==> config.mk <==
export PLATFORM = sky130hd
export DESIGN_NAME = mux_bus_regif
export DESIGN_NICKNAME = d
export VERILOG_FILES = /design/src/rtl/regif_pkg.sv /design/src/rtl/regif_busctrl.sv /design/src/rtl/regif_datapath.sv /design/src/rtl/mux_bus_regif.sv
export SDC_FILE = /design/constraint.sdc
export NUM_CORES = 1
export LEC_CHECK = 0
export BUFFER_PORTS_ARGS = -buffer_cell sky130_fd_sc_hd__clkbuf_2
export CELL_PAD_IN_SITES_DETAIL_PLACEMENT = 0
export CELL_PAD_IN_SITES_GLOBAL_PLACEMENT = 2
export CORE_ASPECT_RATIO = 1.25
export CORE_MARGIN = 4
export CORE_UTILIZATION = 30
export CTS_CLUSTER_DIAMETER = 30
export DETAILED_ROUTE_END_ITERATION = 10
export GPL_TIMING_DRIVEN = 0
export PLACE_DENSITY_LB_ADDON = 0.2
export SYNTH_ARGS = -nofsm -noshare
export SYNTH_HDL_FRONTEND = slang
export SYNTH_SLANG_ARGS = --single-unit
==> constraint.sdc <==
create_clock -name clk -period 2.1 [get_ports clk]
set_clock_uncertainty 0.1 [all_clocks]
set_input_delay 0.315 -clock clk [delete_from_list [all_inputs] [get_ports clk]]
set_output_delay 0.315 -clock clk [all_outputs]
set_load 0.02 [all_outputs]
==> src/rtl/regif_pkg.sv <==
package regif_pkg;
  typedef struct packed {
    logic addrLoad;
    logic dataLoad;
    logic wrCommit;
  } strobeT;
endpackage

==> src/rtl/regif_busctrl.sv <==
module regif_busctrl
  import regif_pkg::*;
#(
  parameter int DATA_W = 8
) (
  input  logic              clk,
  input  logic              rstN,
  input  logic              aleIn,
  input  logic              csN,
  input  logic              wrN,
  input  logic [DATA_W-1:0] busIn,
  output logic [DATA_W-1:0] busSync,
  output strobeT            strb
);
  logic [1:0] aleS, csS, wrS;
  logic alePrev, wrPrev;
  logic [DATA_W-1:0] busS1, busS2;

  always_ff @(posedge clk or negedge rstN) begin
    if (!rstN) begin
      aleS    <= 2'b00;
      csS     <= 2'b11;
      wrS     <= 2'b11;
      alePrev <= 1'b0;
      wrPrev  <= 1'b1;
      busS1   <= '0;
      busS2   <= '0;
    end else begin
      aleS    <= {aleS[0], aleIn};
      csS     <= {csS[0], csN};
      wrS     <= {wrS[0], wrN};
      alePrev <= aleS[1];
      wrPrev  <= wrS[1];
      busS1   <= busIn;
      busS2   <= busS1;
    end
  end

  assign busSync       = busS2;
  assign strb.addrLoad = alePrev & ~aleS[1];
  assign strb.dataLoad = ~wrS[1] & ~csS[1];
  assign strb.wrCommit = ~wrPrev & wrS[1] & ~csS[1];


  single_commit_chk: assert property (@(posedge clk) disable iff (!rstN)
    strb.wrCommit |=> !strb.wrCommit);

  commit_after_load_chk: assert property (@(posedge clk) disable iff (!rstN)
    strb.wrCommit |-> $past(strb.dataLoad));
endmodule

==> src/rtl/regif_datapath.sv <==
module regif_datapath
  import regif_pkg::*;
#(
  parameter int          DATA_W    = 8,
  parameter int          NUM_CTRL  = 2,
  parameter int          NUM_SRC   = 3,
  parameter logic [7:0]  PEND_ADDR = 8'h08,
  parameter logic [7:0]  MASK_ADDR = 8'h09
) (
  input  logic                       clk,
  input  logic                       rstN,
  input  strobeT                     strb,
  input  logic [DATA_W-1:0]          busSync,
  input  logic [NUM_SRC-1:0]         evtVec,
  output logic [DATA_W-1:0]          rdData,
  output logic [NUM_CTRL*DATA_W-1:0] ctrlRegs,
  output logic                       irqOut
);
  localparam int PAD_W = DATA_W - NUM_SRC;

  logic [DATA_W-1:0]  addrQ, wrDataQ;
  logic [NUM_SRC-1:0] pendQ, maskQ;
  logic [DATA_W-1:0]  ctrlQ [NUM_CTRL];
  logic pendHit, maskHit;

  assign pendHit = strb.wrCommit && (addrQ == PEND_ADDR);
  assign maskHit = strb.wrCommit && (addrQ == MASK_ADDR);

  always_ff @(posedge clk or negedge rstN) begin
    if (!rstN) begin
      addrQ   <= '0;
      wrDataQ <= '0;
      pendQ   <= '0;
      maskQ   <= '0;
    end else begin
      if (strb.addrLoad) addrQ <= busSync;
      if (strb.dataLoad) wrDataQ <= busSync;
      if (maskHit) maskQ <= wrDataQ[NUM_SRC-1:0];
      pendQ <= (pendHit ? (pendQ & ~wrDataQ[NUM_SRC-1:0]) : pendQ) | evtVec;
    end
  end

  for (genvar gi = 0; gi < NUM_CTRL; gi++) begin : g_ctrl
    always_ff @(posedge clk or negedge rstN) begin
      if (!rstN) ctrlQ[gi] <= '0;
      else if (strb.wrCommit && (addrQ == gi[DATA_W-1:0])) ctrlQ[gi] <= wrDataQ;
    end
    assign ctrlRegs[gi*DATA_W +: DATA_W] = ctrlQ[gi];
  end

  always_comb begin
    rdData = '0;
    if (addrQ == PEND_ADDR) rdData = {{PAD_W{1'b0}}, pendQ};
    else if (addrQ == MASK_ADDR) rdData = {{PAD_W{1'b0}}, maskQ};
    for (int i = 0; i < NUM_CTRL; i++)
      if (addrQ == i[DATA_W-1:0]) rdData = ctrlQ[i];
  end

  assign irqOut = |(pendQ & maskQ);


  addr_hold_chk: assert property (@(posedge clk) disable iff (!rstN)
    !strb.addrLoad |=> $stable(addrQ));

  pend_sticky_chk: assert property (@(posedge clk) disable iff (!rstN)
    !pendHit |=> ((pendQ & $past(pendQ)) == $past(pendQ)));

  event_wins_chk: assert property (@(posedge clk) disable iff (!rstN)
    (|evtVec) |=> ((pendQ & $past(evtVec)) == $past(evtVec)));

  irq_on_event_chk: assert property (@(posedge clk) disable iff (!rstN)
    ((evtVec & maskQ) != '0) && !maskHit |=> irqOut);

  mask_stable_chk: assert property (@(posedge clk) disable iff (!rstN)
    !maskHit |=> $stable(maskQ));
endmodule

==> src/rtl/mux_bus_regif.sv <==
module mux_bus_regif
  import regif_pkg::*;
#(
  parameter int         NUM_CTRL  = 2,
  parameter logic [7:0] PEND_ADDR = 8'h08,
  parameter logic [7:0] MASK_ADDR = 8'h09
) (
  input  logic                  clk,
  input  logic                  rstN,
  input  logic                  aleIn,
  input  logic                  csN,
  input  logic                  rdN,
  input  logic                  wrN,
  input  logic [7:0]            busIn,
  output logic [7:0]            busOut,
  output logic                  busOe,
  input  logic                  txEndEvt,
  input  logic                  rxEndEvt,
  input  logic                  frameErrEvt,
  output logic [NUM_CTRL*8-1:0] ctrlRegs,
  output logic                  irqOut
);
  localparam int DATA_W  = 8;
  localparam int NUM_SRC = 3;

  strobeT            strb;
  logic [DATA_W-1:0] busSync, rdData;

  regif_busctrl #(.DATA_W(DATA_W)) u_ctrl (
    .clk(clk), .rstN(rstN), .aleIn(aleIn), .csN(csN), .wrN(wrN),
    .busIn(busIn), .busSync(busSync), .strb(strb)
  );

  regif_datapath #(
    .DATA_W(DATA_W), .NUM_CTRL(NUM_CTRL), .NUM_SRC(NUM_SRC),
    .PEND_ADDR(PEND_ADDR), .MASK_ADDR(MASK_ADDR)
  ) u_dp (
    .clk(clk), .rstN(rstN), .strb(strb), .busSync(busSync),
    .evtVec({frameErrEvt, rxEndEvt, txEndEvt}),
    .rdData(rdData), .ctrlRegs(ctrlRegs), .irqOut(irqOut)
  );

  assign busOe  = ~csN & ~rdN;
  assign busOut = busOe ? rdData : '0;
endmodule

Word level (Yosys, flattened, before mapping)

Cells that the tools add are included.

Eq/ne operators: 3
Mux-type cells: 6
Bitwise logic cells: 15
Reduce and logical (&&, ||, !) cells: 6

Operators by type and width:

| cell                 | count |
|---|---|
| $mux W8              | 4 |
| $eq A8 B4 Y1 const B | 2 |
| $eq A8 B1 Y1 const B | 1 |
| $logic_not A8 Y1     | 1 |
| $and A3 B3 Y3        | 2 |
| $mux W3              | 2 |
| $not A1 Y1           | 6 |
| $and A1 B1 Y1        | 5 |
| $logic_and A1 B1 Y1  | 4 |
| $not A3 Y3           | 1 |
| $or A3 B3 Y3         | 1 |
| $reduce_or A3 Y1     | 1 |

Register bits after elaboration: 62
Output and inout bits: 26
Word-level logic and storage cells: 43

Longest topological paths before layout

Gate-level depths: netlist of the first run.

Depth in word-level cells: 6
Depth in mapped cells: 4
Gate-level depth less buffers: 3

Cells and area by module

From an unflattened synthesis of the first run, not the netlist that was laid out.

Cells, all modules: 150
Area total of the unflattened synthesis: 2429.8 um2

Modules (own cells, without submodules):

| module         | times used | cells each | area an instance (um2) | sequential area each (um2) |
|---|---|---|---|---|
| regif_datapath | 1          | 112        | 1674.1                 | 950.9 |
| regif_busctrl  | 1          | 27         | 629.4                  | 606.8 |
| mux_bus_regif  | 1          | 11         | 126.4                  | 0.0 |

Least setup slack after synthesis of the first run

Ideal clock, no wire load.

Path type: register to output
Start point: reg u_dp.addrQ[5]
End point: out busOut[3]
Arrival: 1.446 ns
Required time: 1.685 ns
Path slack: 0.239 ns
Stages on the path, launching flop included: 4
Buffers on the path: 0
Cell sequence: dfrtp_1 > nor4_4 > nand4b_1 > nor2_1

Longest elaborated chain between the ends: 4
Elaborated cells on any way between the ends: 5
Classes of those cells: 1 x eq/ne; 3 x mux; 1 x reduce/logical

RTL lines:

| item                   | line                 | source |
|---|---|---|
| from (decl)            | regif_datapath.sv:21 | `logic [DATA_W-1:0] addrQ, wrDataQ;` |
| from (signal assigned) | regif_datapath.sv:36 | `if (strb.addrLoad) addrQ <= busSync;` |
| $logic_not A8 Y1       | regif_datapath.sv:56 | `if (addrQ == i[DATA_W-1:0]) rdData = ctrlQ[i];` |
| $mux W8                | regif_datapath.sv:56 |  |
| $mux W8 *              | regif_datapath.sv:56 |  |
| $mux W8 *              | mux_bus_regif.sv:44  | `assign busOut = busOe ? rdData : '0;` |
| to (decl)              | mux_bus_regif.sv:15  | `output logic [7:0] busOut,` |

Mark *: on every way between the ends. The rest lies on a longest branch, timed or not.

Worst setup path in the final report of the first run

Start point: reg u_dp.addrQ[0]
End point: out busOut[0]

Longest elaborated chain between the ends: 6
Elaborated cells on any way between the ends: 9
Classes of those cells: 3 x eq/ne; 5 x mux; 1 x reduce/logical

RTL lines:

| item         | line                 | source |
|---|---|---|
| $eq A8 B4 Y1 | regif_datapath.sv:54 | `else if (addrQ == MASK_ADDR) rdData = {{PAD_W{1'b0}}, maskQ};` |
| $mux W3      | regif_datapath.sv:54 |  |
| $mux W8      | regif_datapath.sv:53 | `if (addrQ == PEND_ADDR) rdData = {{PAD_W{1'b0}}, pendQ};` |
| $mux W8      | regif_datapath.sv:56 |  |
| $mux W8 *    | regif_datapath.sv:56 |  |
| $mux W8 *    | mux_bus_regif.sv:44  |  |

Marked as above.

==> results.sh, run 1 <==
export IMPL_grt_max_degree=63
export IMPL_syn_nets=157
export IMPL_drtPass1Iterations=4
export IMPL_rsz0062_at_grt="yes"
export IMPL_setup_viol=0
export IMPL_clock_path_buffers=2
export IMPL_fp_row_count=35
export IMPL_final_cell_mix="55 x dfrtp_1, 35 x mux2_2, 34 x clkbuf_2"
export IMPL_die_area_um2=9220
export IMPL_layout_min_cycle_time_ps=2080
export IMPL_hpwlAfterDp_um=3120
export IMPL_maxCapViolCount=0
export IMPL_grt_use_met1_pct=13.8
export IMPL_path_max_fanout=6
export IMPL_grt_util_met2_pct=17.0
export IMPL_timing_fmax_mhz=480
export IMPL_outcome="finished clean"
export IMPL_vias=1409
export IMPL_worstSetupPathType="reg -> out"
export IMPL_end_kind="output port"
export IMPL_wl_per_cell_um=15.2
export IMPL_gr_usage_all_layers_pct=11.0
export IMPL_synth_cells=140
export IMPL_worstPathRequired_ps=1680
export IMPL_ys_seq_area_share_pct=67.1
export IMPL_dpl_instance_area_um2=2650
export IMPL_async_flop_share_pct=100
export IMPL_p_int_uw=2050
export IMPL_routabilityCongestion=0.745
export IMPL_drc=0
export IMPL_rrSetupSlack_ps=140
export IMPL_grt_overflow_total=0
export IMPL_design_core_area_um2=7440
export IMPL_initial_core_util_pct=31.2
export IMPL_whs_ps=12.1
export IMPL_swShare_pct=24.6
export IMPL_layout_drive_gt1_share_pct=57.5
export IMPL_nFillCells=712
export IMPL_final_nets=226
export IMPL_die_w_um=86.7
export IMPL_die_h_um=106
export IMPL_crit_path_top_delay_cell="mux4_2"
export IMPL_htreeDepth=3
export IMPL_worst_pin_slew_ps=834
export IMPL_cts_root_buf="clkbuf_8"
export IMPL_ios=43
export IMPL_clk_latency_ps=320
export IMPL_grt_pass1_wl_um=7660
export IMPL_hold_violations=0
export IMPL_p_seq_share_pct=50.2
export IMPL_vdd_ir_drop_max_mv=0.326
export IMPL_slew_viol_final=0
export IMPL_final_common_cell="dfrtp_1"
export IMPL_cts_sinks=62
export IMPL_drt_total_wl_um=4660
export IMPL_via_per_inst=4.60
export IMPL_cts_tree="built"
export IMPL_worst_setup_path_start_kind="flop"
export IMPL_diodes=0
export IMPL_grt_busiest_layer="met2"
export IMPL_finalCritPeriodShare_pct=99.3
export IMPL_numCtsBuffers=9
export IMPL_p_total_uw=2720
export IMPL_grt_pass1_vias=1465
export IMPL_power_switching_uw=668
export IMPL_fin_area_um2=3120
export IMPL_postLayoutCoreUtil_pct=41.9
export IMPL_cp_cell_sequence="mux4_2 > and4_2 > buf_4"
export IMPL_synth_area_um2=2320
export IMPL_synth_flop_cell="dfrtp_1"
export IMPL_drt_iter0_markers=62
export IMPL_p_comb_share_pct=10.8
export IMPL_hp_class="in -> async"
export IMPL_antenna_found_initial=0
export IMPL_syn_avg_cell_area_um2=16.6
export IMPL_yosysWarnings=0
export IMPL_synth_cell_types=21
export IMPL_p_clk_share_pct=39.0
export IMPL_ant_nets=0
export IMPL_path_clk_slew_ps=70
export IMPL_power_per_cell_area_nw_per_um2=872
export IMPL_power_leakage_uw=0.00145
export IMPL_use_met3_pct=2.71
export IMPL_io_buffers=42
export IMPL_synth_edf_count=0
export IMPL_critPathMaxStageDelay_ps=500
export IMPL_slew_headroom_pct=44.4
export IMPL_crit_arrival_ps=1670
export IMPL_syn2layout_area_growth_pct=34.4
export IMPL_synth_seq_cells=62
==> through the flow <==
stage	setup TNS, ps	cells	setup WS [ps]
floorplan	0	140	239
global placement	-1220	274	-123
detailed placement	-1240	274	-151
CTS	-80.0	306	-21.6
global route	-355	306	-52.7
finish	0	306	15.4
==> layer usage <==
metal	vias to the layer above	routed length, µm
li1	649	-
met1	713	2020
met2	37	2320
met3	10	230
met4	0	91
met5	-	0
==> synth_stat cells, types with 2 or more instances <==
master | number | share of area [%]
nand4_1 | 4 | 1.1
mux4_2 | 3 | 2.9
clkbuf_1 | 2 | 0.32
and4_2 | 3 | 1.3
mux2i_1 | 5 | 2.2
nor2b_1 | 2 | 0.54
mux2_2 | 35 | 17
and3b_1 | 3 | 1.1
dfrtp_1 | 57 | 61
a21o_1 | 3 | 0.97
dfstp_2 | 5 | 5.7
nand4_2 | 2 | 1.1
nor2_1 | 8 | 1.3
==> worst max-delay path: cells and delay by family (launching register included) <==
| family | cells | cell delay [ps] |
|---|---|---|
| and+or+nand+nor | 1 | 240 |
| DFF | 1 | 440 |
| buffers and inverters | 1 | 150 |
| muxes | 1 | 500 |
==> power groups by stage <==
stage	clock network (µW)	registers, µW	logic (µW)
after floorplan	0	1380	148
after global placement	0	1370	254
after detailed placement	0	1380	260
after CTS	1100	1370	295
after global routing	1140	1380	323
final	1060	1370	293
==> area by class of cell <==
| type | instances | area (µm²) | share of cell area, % |
|---|---|---|---|
| Buffer | 2 | 15.0 | 0.481 |
| Clock buffer | 11 | 151 | 4.85 |
| Clock inverter | 5 | 57.6 | 1.84 |
| Inverter | 1 | 3.75 | 0.120 |
| Multi-Input combinational cell | 74 | 792 | 25.4 |
| Sequential cell | 62 | 1560 | 50.0 |
| Tap cell | 92 | 115 | 3.69 |
| Timing Repair Buffer | 59 | 427 | 13.7 |
==> state kept, by name (all words and copies together) (netlist names) <==
signal,flops
u_ctrl.alePrev,1
u_ctrl.aleS,2
u_ctrl.busS1,8
u_ctrl.busSync,8
u_ctrl.csS,2
u_ctrl.wrPrev,1
u_ctrl.wrS,2
u_dp.addrQ,8
u_dp.ctrlRegs,16
u_dp.maskQ,3
u_dp.pendQ,3
u_dp.wrDataQ,8
==> final timing paths <==
check,startpoint,endpoint,cells past startpoint
max in group asynchronous,rstN,u_dp.addrQ[0]$_DFFE_PN0P_,1
min in group clk,rxEndEvt,u_dp.pendQ[1]$_DFF_PN0_,2
setup / recovery,u_dp.addrQ[0]$_DFFE_PN0P_,busOut[0],3
hold / removal,rstN,u_dp.pendQ[1]$_DFF_PN0_,1
hold reg to reg,u_ctrl.busS1[2]$_DFF_PN0_,u_ctrl.busSync[2]$_DFF_PN0_,0
setup reg to reg,u_dp.addrQ[5]$_DFFE_PN0P_,u_dp.ctrlRegs[1]$_DFFE_PN0P_,5
==> kinds of logic after synthesis <==
group / share of synthesized area, %
buffers and inverters: 0.700
AOI/OAI and AO/OA: 1.40
DFF: 67.1
and+or+nand+nor: 8.78
muxes: 22.0
==> what timing repair did <==
action                                  CTS  global route
hold buffers                             11             0
pin swaps                                 3             6
endpoints found under the hold margin    11             0
resized for setup                        20            16
endpoints found under the setup margin   24            24
gates cloned                              0             0
buffers inserted                          6             0
Power figures use the tool's default switching activity.
==> inputs of run 2 (changes only) <==
--- a/config.mk
+++ b/config.mk
@@ -9,12 +9,13 @@
 export CELL_PAD_IN_SITES_DETAIL_PLACEMENT = 0
 export CELL_PAD_IN_SITES_GLOBAL_PLACEMENT = 2
 export CORE_ASPECT_RATIO = 1.25
-export CORE_MARGIN = 4
+export CORE_MARGIN = 10
 export CORE_UTILIZATION = 30
 export CTS_CLUSTER_DIAMETER = 30
 export DETAILED_ROUTE_END_ITERATION = 10
 export GPL_TIMING_DRIVEN = 0
 export PLACE_DENSITY_LB_ADDON = 0.2
+export SLEW_MARGIN = 10
 export SYNTH_ARGS = -nofsm -noshare
 export SYNTH_HDL_FRONTEND = slang
 export SYNTH_SLANG_ARGS = --single-unit
==> results.sh, run 2 (synthesized netlist as in run 1, its figures left out) <==
export IMPL_die_area_um2=11700
export IMPL_die_w_um=98.7
export IMPL_power_switching_uw=634
export IMPL_p_int_uw=2150
export IMPL_layout_min_cycle_time_ps=2050
export IMPL_wl_per_cell_um=16.0
export IMPL_cts_tree="built"
export IMPL_path_clk_slew_ps=70
export IMPL_drc=0
export IMPL_postLayoutCoreUtil_pct=42.8
export IMPL_io_buffers=42
export IMPL_outcome="finished clean"
export IMPL_timing_fmax_mhz=489
export IMPL_grt_use_met1_pct=10.4
export IMPL_layout_setup_ws_ps=54.7
export IMPL_grt_overflow_total=0
export IMPL_final_common_cell="dfrtp_1"
export IMPL_initial_core_util_pct=31.2
export IMPL_power_leakage_uw=0.00148
export IMPL_routabilityCongestion=0.721
export IMPL_numCtsBuffers=9
export IMPL_worst_setup_path_start_kind="flop"
export IMPL_worstSetupPathType="reg -> out"
export IMPL_worstPathRequired_ps=1680
export IMPL_rrSetupSlack_ps=150
export IMPL_cts_root_buf="clkbuf_8"
export IMPL_cts_sinks=62
export IMPL_setup_tns_ps=0
export IMPL_gr_usage_all_layers_pct=8.88
export IMPL_grt_pass1_wl_um=8330
export IMPL_via_per_inst=4.49
export IMPL_drt_iter0_markers=37
export IMPL_worst_pin_slew_ps=700
export IMPL_setup_viol=0
export IMPL_slew_headroom_pct=53.1
export IMPL_hpwlAfterDp_um=3570
export IMPL_vdd_ir_drop_max_mv=0.320
export IMPL_fp_row_count=35
export IMPL_die_h_um=118
export IMPL_drtPass1Iterations=4
export IMPL_hold_violations=0
export IMPL_syn2layout_area_growth_pct=37.3
export IMPL_grt_util_met2_pct=14.4
export IMPL_power_per_cell_area_nw_per_um2=872
export IMPL_final_nets=228
export IMPL_grt_busiest_layer="met2"
export IMPL_p_seq_share_pct=49.1
export IMPL_largest_register_ffs=16
export IMPL_layout_drive_gt1_share_pct=56.5
export IMPL_antenna_found_initial=0
export IMPL_drt_total_wl_um=4910
export IMPL_clk_latency_ps=320
export IMPL_design_core_area_um2=7440
export IMPL_p_comb_share_pct=10.9
export IMPL_slew_viol_final=0
export IMPL_end_kind="output port"
export IMPL_ant_nets=0
export IMPL_final_cell_mix="55 x dfrtp_1, 35 x mux2_2, 33 x clkbuf_2"
export IMPL_path_max_fanout=9
export IMPL_use_met3_pct=2.39
export IMPL_diodes=0
export IMPL_vias=1383
export IMPL_grt_pass1_vias=1598
export IMPL_hp_class="in -> reg"
export IMPL_p_clk_share_pct=40.0
export IMPL_finalCritPeriodShare_pct=97.4
export IMPL_maxCapViolCount=0
export IMPL_htreeDepth=3
export IMPL_rsz0062_at_grt="yes"
export IMPL_clock_path_buffers=2
export IMPL_crit_arrival_ps=1630
export IMPL_swShare_pct=22.8
export IMPL_grt_max_degree=37
export IMPL_place_ws_ps=-123
export IMPL_ios=43
[run 2: changes by cell type in the layout (fill, tap and decap cells not counted), moves of 2 or more]
cell / before / now
clkinvlp_4: 3 / 0
and4_2: 3 / 1
and4_4: 0 / 2
buf_4: 6 / 4
buf_8: 4 / 6
clkbuf_1: 1 / 3
[run 2: power groups by stage]
| stage | registers [µW] | clock network [µW] | logic (µW) |
|---|---|---|---|
| floorplan | 1380 | 0 | 148 |
| global route | 1380 | 1210 | 335 |
| global placement | 1370 | 0 | 255 |
| CTS | 1370 | 1160 | 304 |
| detailed placement | 1380 | 0 | 267 |
| finish | 1370 | 1110 | 303 |
[run 2: final timing paths]
| kind | endpoint | cells past startpoint | start |
|---|---|---|---|
| setup reg to reg | u_dp.ctrlRegs[9]$_DFFE_PN0P_ | 5 | u_dp.addrQ[5]$_DFFE_PN0P_ |
| setup / recovery | busOut[2] | 4 | u_dp.addrQ[5]$_DFFE_PN0P_ |
| hold / removal | u_dp.pendQ[1]$_DFF_PN0_ | 2 | rxEndEvt |
| max in group asynchronous | u_dp.addrQ[0]$_DFFE_PN0P_ | 3 | rstN |
| min in group asynchronous | u_dp.pendQ[1]$_DFF_PN0_ | 2 | rstN |
| hold reg to reg | u_ctrl.busSync[0]$_DFF_PN0_ | 0 | u_ctrl.busS1[0]$_DFF_PN0_ |
[run 2: repair_timing]
action                     in CTS  in global routing
hold buffers                   12                  0
setup buffers                   5                  1
pin swaps                       7                  4
resized for setup              29                 15
setup endpoints to repair      24                 24
hold endpoints to repair       32                  0
[run 2: routing by layer]
metal / wire [µm] / vias up
met5: 0 / -
met4: 71 / 0
met3: 177 / 8
met2: 2470 / 32
met1: 2190 / 690
li1: - / 653
[run 2: stage by stage]
step / power, µW / area, µm² / cells / hold WS [ps]
after CTS: 2830 / 3150 / 307 / 50.6
after floorplan: 1530 / 2320 / 140 / -80.6
final: 2780 / 3190 / 308 / 67.3
after detailed placement: 1650 / 2670 / 275 / 187
after global routing: 2920 / 3190 / 308 / 67.1
after global placement: 1630 / 2650 / 274 / 233
[run 2: area by class of cell]
class	instances	area [µm²]
buffer	2	18.8
sequential	62	1560
inverter	1	3.75
fill	719	4260
tap	92	115
timing repair buffer	61	477
clock inverter	4	70.1
multi-input combinational	74	800
clock buffer	12	145
[run 2: critical path, cell delays in order, from the launching register on]
cell	delay, ps
dfrtp_1	400
nor4_4	360
buf_6	190
and4_2	220
clkbuf_8	140
